==> src/rtl/exposure_pkg.sv <==
package exposure_pkg;
  typedef enum logic [1:0] {
    ST_IDLE = 2'd0,
    ST_ARM  = 2'd1,
    ST_RUN  = 2'd2
  } expo_state_e;
endpackage

==> src/rtl/expo_sync_edge.sv <==
module expo_sync_edge (
  input  logic clk_i,
  input  logic rst_ni,
  input  logic async_i,
  output logic rise_o
);
  logic s1_q, s2_q, s3_q;

  always_ff @(posedge clk_i or negedge rst_ni) begin
    if (!rst_ni) begin
      s1_q <= 1'b0;
      s2_q <= 1'b0;
      s3_q <= 1'b0;
    end else begin
      s1_q <= async_i;
      s2_q <= s1_q;
      s3_q <= s2_q;
    end
  end

  assign rise_o = s2_q & ~s3_q;
endmodule

==> src/rtl/expo_ms_timer.sv <==
module expo_ms_timer #(
  parameter int CLK_PER_MS = 100000,
  parameter int DUR_W      = 32
) (
  input  logic             clk_i,
  input  logic             rst_ni,
  input  logic             clear_i,
  input  logic [DUR_W-1:0] limit_i,
  output logic             expire_o
);
  localparam int PRE_W = (CLK_PER_MS > 1) ? $clog2(CLK_PER_MS) : 1;
  localparam logic [PRE_W-1:0] PRE_LAST = PRE_W'(CLK_PER_MS - 1);

  logic [PRE_W-1:0] pre_q;
  logic [DUR_W-1:0] ms_q;
  logic             tick;

  assign tick = (pre_q == PRE_LAST);

  always_ff @(posedge clk_i or negedge rst_ni) begin
    if (!rst_ni) begin
      pre_q <= '0;
      ms_q  <= '0;
    end else if (clear_i) begin
      pre_q <= '0;
      ms_q  <= '0;
    end else if (tick) begin
      pre_q <= '0;
      ms_q  <= ms_q + DUR_W'(1);
    end else begin
      pre_q <= pre_q + PRE_W'(1);
    end
  end

  // last tick of the final millisecond
  assign expire_o = !clear_i && tick && (ms_q == limit_i - DUR_W'(1));
endmodule

==> src/rtl/expo_pulse_gen.sv <==
module expo_pulse_gen #(
  parameter int PULSE_CYC = 100
) (
  input  logic clk_i,
  input  logic rst_ni,
  input  logic fire_i,
  input  logic kill_i,
  output logic pulse_o
);
  localparam int CNT_W = $clog2(PULSE_CYC + 1);

  logic [CNT_W-1:0] cnt_q;

  always_ff @(posedge clk_i or negedge rst_ni) begin
    if (!rst_ni)              cnt_q <= '0;
    else if (kill_i)          cnt_q <= '0;
    else if (fire_i)          cnt_q <= CNT_W'(PULSE_CYC);
    else if (cnt_q != '0)     cnt_q <= cnt_q - CNT_W'(1);
  end

  assign pulse_o = (cnt_q != '0);
endmodule

==> src/rtl/exposure_ctrl.sv <==
module exposure_ctrl
  import exposure_pkg::*;
#(
  parameter int CLK_PER_MS = 100000,
  parameter int DUR_W      = 32,
  parameter int PULSE_CYC  = 100,
  parameter int SEQ_W      = 8
) (
  input  logic             clk_i,
  input  logic             rst_ni,
  input  logic             start_i,
  input  logic             abort_i,
  input  logic [DUR_W-1:0] dur_ms_i,
  input  logic             wait_sync_i,
  input  logic [SEQ_W-1:0] seq_len_i,
  input  logic             sync_i,
  output logic             evt_en_o,
  output logic             busy_o,
  output logic             done_o,
  output logic             err_o,
  output logic             sync_o
);
  expo_state_e      state_q;
  logic [DUR_W-1:0] dur_q;
  logic [SEQ_W-1:0] runs_left_q;
  logic             done_q, err_q;
  logic             sync_rise, expire;

  expo_sync_edge u_sync (
    .clk_i   (clk_i),
    .rst_ni  (rst_ni),
    .async_i (sync_i),
    .rise_o  (sync_rise)
  );

  expo_ms_timer #(
    .CLK_PER_MS (CLK_PER_MS),
    .DUR_W      (DUR_W)
  ) u_timer (
    .clk_i    (clk_i),
    .rst_ni   (rst_ni),
    .clear_i  (state_q != ST_RUN),
    .limit_i  (dur_q),
    .expire_o (expire)
  );

  expo_pulse_gen #(
    .PULSE_CYC (PULSE_CYC)
  ) u_pulse (
    .clk_i   (clk_i),
    .rst_ni  (rst_ni),
    .fire_i  (expire),
    .kill_i  (abort_i),
    .pulse_o (sync_o)
  );

  always_ff @(posedge clk_i or negedge rst_ni) begin
    if (!rst_ni) begin
      state_q     <= ST_IDLE;
      dur_q       <= DUR_W'(1);
      runs_left_q <= '0;
      done_q      <= 1'b0;
      err_q       <= 1'b0;
    end else if (abort_i) begin
      state_q <= ST_IDLE;
    end else begin
      unique case (state_q)
        ST_IDLE: if (start_i) begin
          done_q <= 1'b0;
          if (dur_ms_i == '0) begin
            err_q <= 1'b1;
          end else begin
            err_q       <= 1'b0;
            dur_q       <= dur_ms_i;
            runs_left_q <= (seq_len_i == '0) ? SEQ_W'(1) : seq_len_i;
            state_q     <= wait_sync_i ? ST_ARM : ST_RUN;
          end
        end
        ST_ARM: if (sync_rise) state_q <= ST_RUN;
        ST_RUN: if (expire) begin
          if (runs_left_q > SEQ_W'(1)) begin
            runs_left_q <= runs_left_q - SEQ_W'(1);
            state_q     <= ST_ARM;
          end else begin
            done_q  <= 1'b1;
            state_q <= ST_IDLE;
          end
        end
        default: state_q <= ST_IDLE;
      endcase
    end
  end

  assign evt_en_o = (state_q == ST_RUN);
  assign busy_o   = (state_q != ST_IDLE);
  assign done_o   = done_q;
  assign err_o    = err_q;
endmodule

==> config.mk <==
export PLATFORM = sky130hd
export DESIGN_NAME = exposure_ctrl
export DESIGN_NICKNAME = d
export VERILOG_FILES = /design/src/rtl/exposure_pkg.sv /design/src/rtl/expo_sync_edge.sv /design/src/rtl/expo_ms_timer.sv /design/src/rtl/expo_pulse_gen.sv /design/src/rtl/exposure_ctrl.sv
export SDC_FILE = /design/constraint.sdc
export NUM_CORES = 1
export LEC_CHECK = 0
export BUFFER_PORTS_ARGS = -buffer_cell sky130_fd_sc_hd__clkbuf_2
export CAP_MARGIN = 15
export CORE_ASPECT_RATIO = 2
export CORE_MARGIN = 4
export CORE_UTILIZATION = 60
export CTS_CLUSTER_DIAMETER = 60
export CTS_CLUSTER_SIZE = 28
export DETAILED_ROUTE_END_ITERATION = 8
export GPL_TIMING_DRIVEN = 1
export MAX_ROUTING_LAYER = met4
export PLACE_DENSITY = 0.86
export SYNTH_ARGS = -nofsm -noshare
export SYNTH_HDL_FRONTEND = slang
export SYNTH_SLANG_ARGS = --single-unit
export TNS_END_PERCENT = 30
==> constraint.sdc <==
create_clock -name clk_i -period 3.89 [get_ports clk_i]
set_input_delay 0.5835 -clock clk_i [delete_from_list [all_inputs] [get_ports clk_i]]
set_output_delay 0.5835 -clock clk_i [all_outputs]
set_load 0.02 [all_outputs]
==> flow_summary.ini, run 1 <==
[worst_hold_path]
min_path_type = primary input to register

[layout]
drive_above_1_share_pct = 18.1
fillers = 815
insertedDiodeCount = 0
instances_no_fill = 821
nets = 736
layout.core_utilization_pct = 68.7
syn_to_final_growth_pct = 10.8

[power]
swShare_pct = 35.0
p_per_area_nw_per_um2 = 511
finalPower_uw = 3450
p_int_uw = 2250
ir_drop_mv = 0.300
p_switching_uw = 1210
p_leak_uw = 0.00270
clkPwrFrac_pct = 28.2
p_comb_share_pct = 27.3
sequentialPowerShare_pct = 44.6

[logic_synthesis]
synth_fp_nets = 699
syn_inst = 647
synth_area_leaders = dfrtp_1, mux2_2, xnor2_1
yosysSeqAreaShare_pct = 42.3
synth_common_cells = dfrtp_1, nor2_1, xnor2_1
synth_most_common_cell = dfrtp_1
synth_edf_count = 0
synth_area_per_cell_um2 = 9.42
yosys.area.top_type_share_pct = 41.9
yosys.area.top_type = dfrtp_1
yosys_register_bits = 103
netlist_area_um2 = 6090
synthFlopType = dfrtp_1
async_reset_ff_share_pct = 100
ys_types = 63
yosys_warnings = 0

[clocking]
cts_tree = yes
clkLatencyLatePin_ns = 0.35
holdBufCountCts = 0
cts_root_buf = clkbuf_16
cts_setup_buffers = 0
clockBufferDepth = 2
cts_resized = 0
cts.clk_slew.worst_paths_ns = 0.07
htree_levels = 3
cts-buffers-inserted = 9
cts.sinks = 103

[timing]
hold_viol = 0
slew_viol_final = 0
fin_ws_ns = 0.324
fin_tns_setup_ns = 0
fin_crit_ns = 3.57
rsz0062_at_grt = no
finalSetupViolations = 0
fmax_mhz = 280
maxSlewHeadroom_pct = 29.6
tightest_slew_ns = 1.05
period_share_pct = 91.7
skew_ns = 0.00825

[global_route]
antenna_found_initial = 0
grt_util_all_layers_pct = 27.9
grt_pass1_vias = 5183
grt_pass1_wl_um = 25100
grt_overflow = 0
grt_max_degree = 79

[placement]
place_ws_ns = 0.379
io_buffers = 50
numPlacedInstances = 805
dp_hpwl_um = 11700
gp_congestion = 0.985

[worst_setup_path]
cp.arrival_ns = 3.79
cp-start-kind = register
crit_required_ns = 4.12
critPathKind = register to register
crit_fanout = 10
end_kind = register

[route]
firstDrtPassIters = 5
routed_wl_um = 15500
via_per_inst = 6.25
avgRoutedWirePerCell_um = 18.9
drtIter0Drc = 300
ant_nets = 0
num_vias = 5131
route.detailed.drc = 0

[die]
rows = 51
coreArea_um2 = 9830
start_util_pct = 62.0
dieArea_um2 = 11900
ioPinCount = 51
dieHeight_um = 151
die_w_um = 79.3

[status]
status = completed

[flow_run]
maxCapViolCount = 0
kinds of logic after synthesis:
group / count (synthesis) / share of synthesized area, %
muxes: 36 / 6.61
adders and majority gates: 6 / 1.23
and+or+nand+nor: 272 / 24.6
DFF: 103 / 42.3
xor gates and xnor gates: 78 / 11.2
buffers and inverters: 52 / 3.64
AOI/OAI and AO/OA: 100 / 10.4
final cells by class:
class	instances	area, µm²	area share [%]
clock buffers	12	267	3.95
repair buffers	58	313	4.63
well taps	132	165	2.45
flip-flops and latches	103	2580	38.2
inverters	20	75.1	1.11
clock inverters	4	58.8	0.871
multi-input cells	492	3300	48.8
worst max-delay path, cell delays in order, from the launching register on:
cell and delay [ns]:
dfrtp_1 0.45, inv_1 0.09, ha_1 0.26, or4b_1 0.51
nor3_1 0.19, xnor2_1 0.10, nor4b_1 0.42, o2111ai_1 0.19
or4_4 0.58, o21ai_4 0.29, o21ai_1 0.12, a22o_1 0.24
placed cells by master (no fill, tap or decap), types with 4 or more instances in the layout:
cell type    n
o2111ai_1    6
nand3b_1     6
nand3_1     23
nor3_1      18
clkbuf_2    49
nand2b_1     7
nor2_1      78
inv_1       20
ha_1         6
o21ai_1      5
or3_1       19
xor2_1      35
and3_1       9
dfrtp_1    102
nor4_1      21
nor2b_1      4
clkbuf_16    9
buf_4        9
nand2_1     37
and4_1       6
o21ai_0     24
nand4_1     16
or2_2        4
xnor2_1     43
mux2_2      34
a21oi_1     32
o31ai_1      6
or4_1        5
power groups by stage:
stage	registers [µW]	clock network (µW)	logic [µW]
after CTS	1530	994	941
final	1540	973	942
after floorplan	1400	0	810
after global routing	1560	1030	1040
after global placement	1540	0	900
after detailed placement	1550	0	930
path summary, 6_finish.rpt:
check / cells after the start / endpoint / slack, ns / startpoint
worst max-delay path: 11 / runs_left_q[0] / 0.32 / dur_q[1]
worst min-delay path: 1 / u_sync.s1_q / 0.35 / sync_i
worst max register to register: 11 / runs_left_q[0] / 0.32 / dur_q[1]
worst min register to register: 0 / u_sync.s2_q / 0.36 / u_sync.s1_q
max in group asynchronous: 2 / u_timer.ms_q[26] / 2.69 / rst_ni
min in group asynchronous: 1 / u_timer.ms_q[13] / 0.38 / rst_ni
per-layer routing:
metal / global-route usage (%) / part of all wire, % / up-vias
met5: - / 0 / -
met4: 17.4 / 6.1 / 0
met3: 3.41 / 3.3 / 62
met2: 50.1 / 55 / 151
met1: 28.1 / 36 / 2526
li1: - / - / 2392
state kept, by name, indices dropped and copies added, names as in the netlist:
name / flops
done_o: 1
u_sync.s1_q: 1
u_pulse.cnt_q: 7
u_sync.s3_q: 1
err_o: 1
runs_left_q: 8
state_q: 2
u_timer.ms_q: 32
dur_q: 32
u_timer.pre_q: 17
u_sync.s2_q: 1
stage by stage:
step,hold WS [ns],instance area [µm²]
floorplan,0.288,6090
global placement,0.335,6430
detailed placement,0.352,6430
CTS,0.333,6750
global route,0.343,6750
finish,0.350,6750
Power figures use the tool's default switching activity.
==> run 2: changes to the inputs <==
--- a/config.mk
+++ b/config.mk
@@ -6,7 +6,6 @@
 export NUM_CORES = 1
 export LEC_CHECK = 0
 export BUFFER_PORTS_ARGS = -buffer_cell sky130_fd_sc_hd__clkbuf_2
-export CAP_MARGIN = 15
 export CORE_ASPECT_RATIO = 2
 export CORE_MARGIN = 4
 export CORE_UTILIZATION = 60
@@ -16,7 +15,8 @@
 export GPL_TIMING_DRIVEN = 1
 export MAX_ROUTING_LAYER = met4
 export PLACE_DENSITY = 0.86
+export RECOVER_POWER = 100
 export SYNTH_ARGS = -nofsm -noshare
 export SYNTH_HDL_FRONTEND = slang
 export SYNTH_SLANG_ARGS = --single-unit
-export TNS_END_PERCENT = 30
+export TNS_END_PERCENT = 1
==> flow_summary.ini, run 2 (same netlist as run 1, synthesis figures left out) <==
[global_route]
antenna_found_initial = 0
grt_pass1_wl_um = 25100
grt_util_met2_pct = 50.1
grt.met3_usage_pct = 3.41
grt-busiest-layer = met2
grt_pass1_vias = 5183
grt_max_degree = 79
grt_util_all_layers_pct = 27.9
grtUsageMet1_pct = 28.1
grt_overflow = 0

[clocking]
cts_root_buf = clkbuf_16
cts_setup_buffers = 0
clockBufferDepth = 2
htree_levels = 3
cts-buffers-inserted = 9
cts_resized = 0
holdBufCountCts = 0
cts.clk_slew.worst_paths_ns = 0.07
cts.sinks = 103
clkLatencyLatePin_ns = 0.35
cts_tree = yes

[worst_setup_path]
end_kind = register
crit_fanout = 10
critPathKind = register to register
cp-start-kind = register
cp.arrival_ns = 3.85
crit_required_ns = 4.13

[placement]
gp_congestion = 0.985
place_ws_ns = 0.379
dp_hpwl_um = 11700
io_buffers = 50

[layout]
nets = 736
drive_above_1_share_pct = 16.3
final_cell_mix = dfrtp_1, nor2_1, clkbuf_2, xnor2_1, nand2_1
syn_to_final_growth_pct = 10.3
insertedDiodeCount = 0
fillers = 829
final_common_cell = dfrtp_1
largest_registers = dur_q: 32 flops, u_timer.ms_q: 32 flops, u_timer.pre_q: 17 flops

[flow_run]
maxCapViolCount = 3

[timing]
fin_ws_ns = 0.278
slew_viol_final = 139
fin_tns_setup_ns = 0
period_share_pct = 92.8
finalSetupViolations = 0
fin_crit_ns = 3.61
rsz0062_at_grt = no
tightest_slew_ns = 1.97
hold_viol = 0
fmax_mhz = 277
maxSlewHeadroom_pct = -31.0
skew_ns = 0.00864

[die]
start_util_pct = 62.0
ioPinCount = 51
rows = 51
dieArea_um2 = 11900
dieHeight_um = 151
coreArea_um2 = 9830
die_w_um = 79.3

[status]
status = complete, but fails checks
violations = capacitance limit, slew limit

[power]
p_leak_uw = 0.00267
ir_drop_mv = 0.299
p_per_area_nw_per_um2 = 512

[route]
avgRoutedWirePerCell_um = 18.8
num_vias = 5108
routed_wl_um = 15500
via_per_inst = 6.22
drtIter0Drc = 302
ant_nets = 0
firstDrtPassIters = 5
route.detailed.drc = 0

[worst_hold_path]
min_path_type = primary input to register
==> run 2: final cells by class <==
type	count	area, µm²	area share, %
sequential	103	2580	38.4
multi-input combinational	492	3290	49.0
tap	132	165	2.46
clock inverter	4	58.8	0.875
clock buffer	12	267	3.97
inverter	20	75.1	1.12
timing repair buffer	58	282	4.19
==> run 2: report_power, final <==
part           internal (µW)  leakage, µW  switching, µW
Clock                    561     0.000162            412
Sequential              1240      0.00133            293
Combinational            431      0.00117            501
Total                   2240      0.00267           1210
==> run 2: path summary, 6_finish.rpt <==
path	from	end	slack [ns]	cells after the start
worst max-delay path	dur_q[1]	runs_left_q[6]	0.28	11
min in group asynchronous	rst_ni	u_timer.ms_q[13]	0.76	1
worst min-delay path	sync_i	u_sync.s1_q	0.35	1
max in group asynchronous	rst_ni	dur_q[26]	1.63	2
worst max register to register	dur_q[1]	runs_left_q[6]	0.28	11
worst min register to register	u_sync.s1_q	u_sync.s2_q	0.37	0
==> run 2: per-layer routing <==
metal / vias to the layer above / part of all wire (%)
li1: 2393 / -
met1: 2517 / 36
met3: 59 / 2.8
met5: - / 0
met2: 139 / 55
met4: 0 / 6.0
==> run 2: per-stage QoR <==
step                      power (µW)  std cells  utilization [%]  instance area, µm²  hold WS (ns)
after global routing            3630        821             68.4                6720         0.343
after CTS                       3460        821             68.7                6750         0.333
after global placement          2440        805             65.4                6430         0.335
after floorplan                 2210        647                -                6090         0.288
after detailed placement        2480        805             65.4                6430         0.352
final                           3440        821             68.4                6720         0.346
==> run 2: critical path, cell delays in order (launching register included) <==
cell and delay [ns]:
dfrtp_1 0.45, inv_1 0.09, ha_1 0.26, or4b_1 0.51, nor3_1 0.19, xnor2_1 0.10, nor4b_1 0.43, o2111ai_1 0.20
or4_4 0.58, o21ai_4 0.30, o21ai_1 0.11, a22o_1 0.29
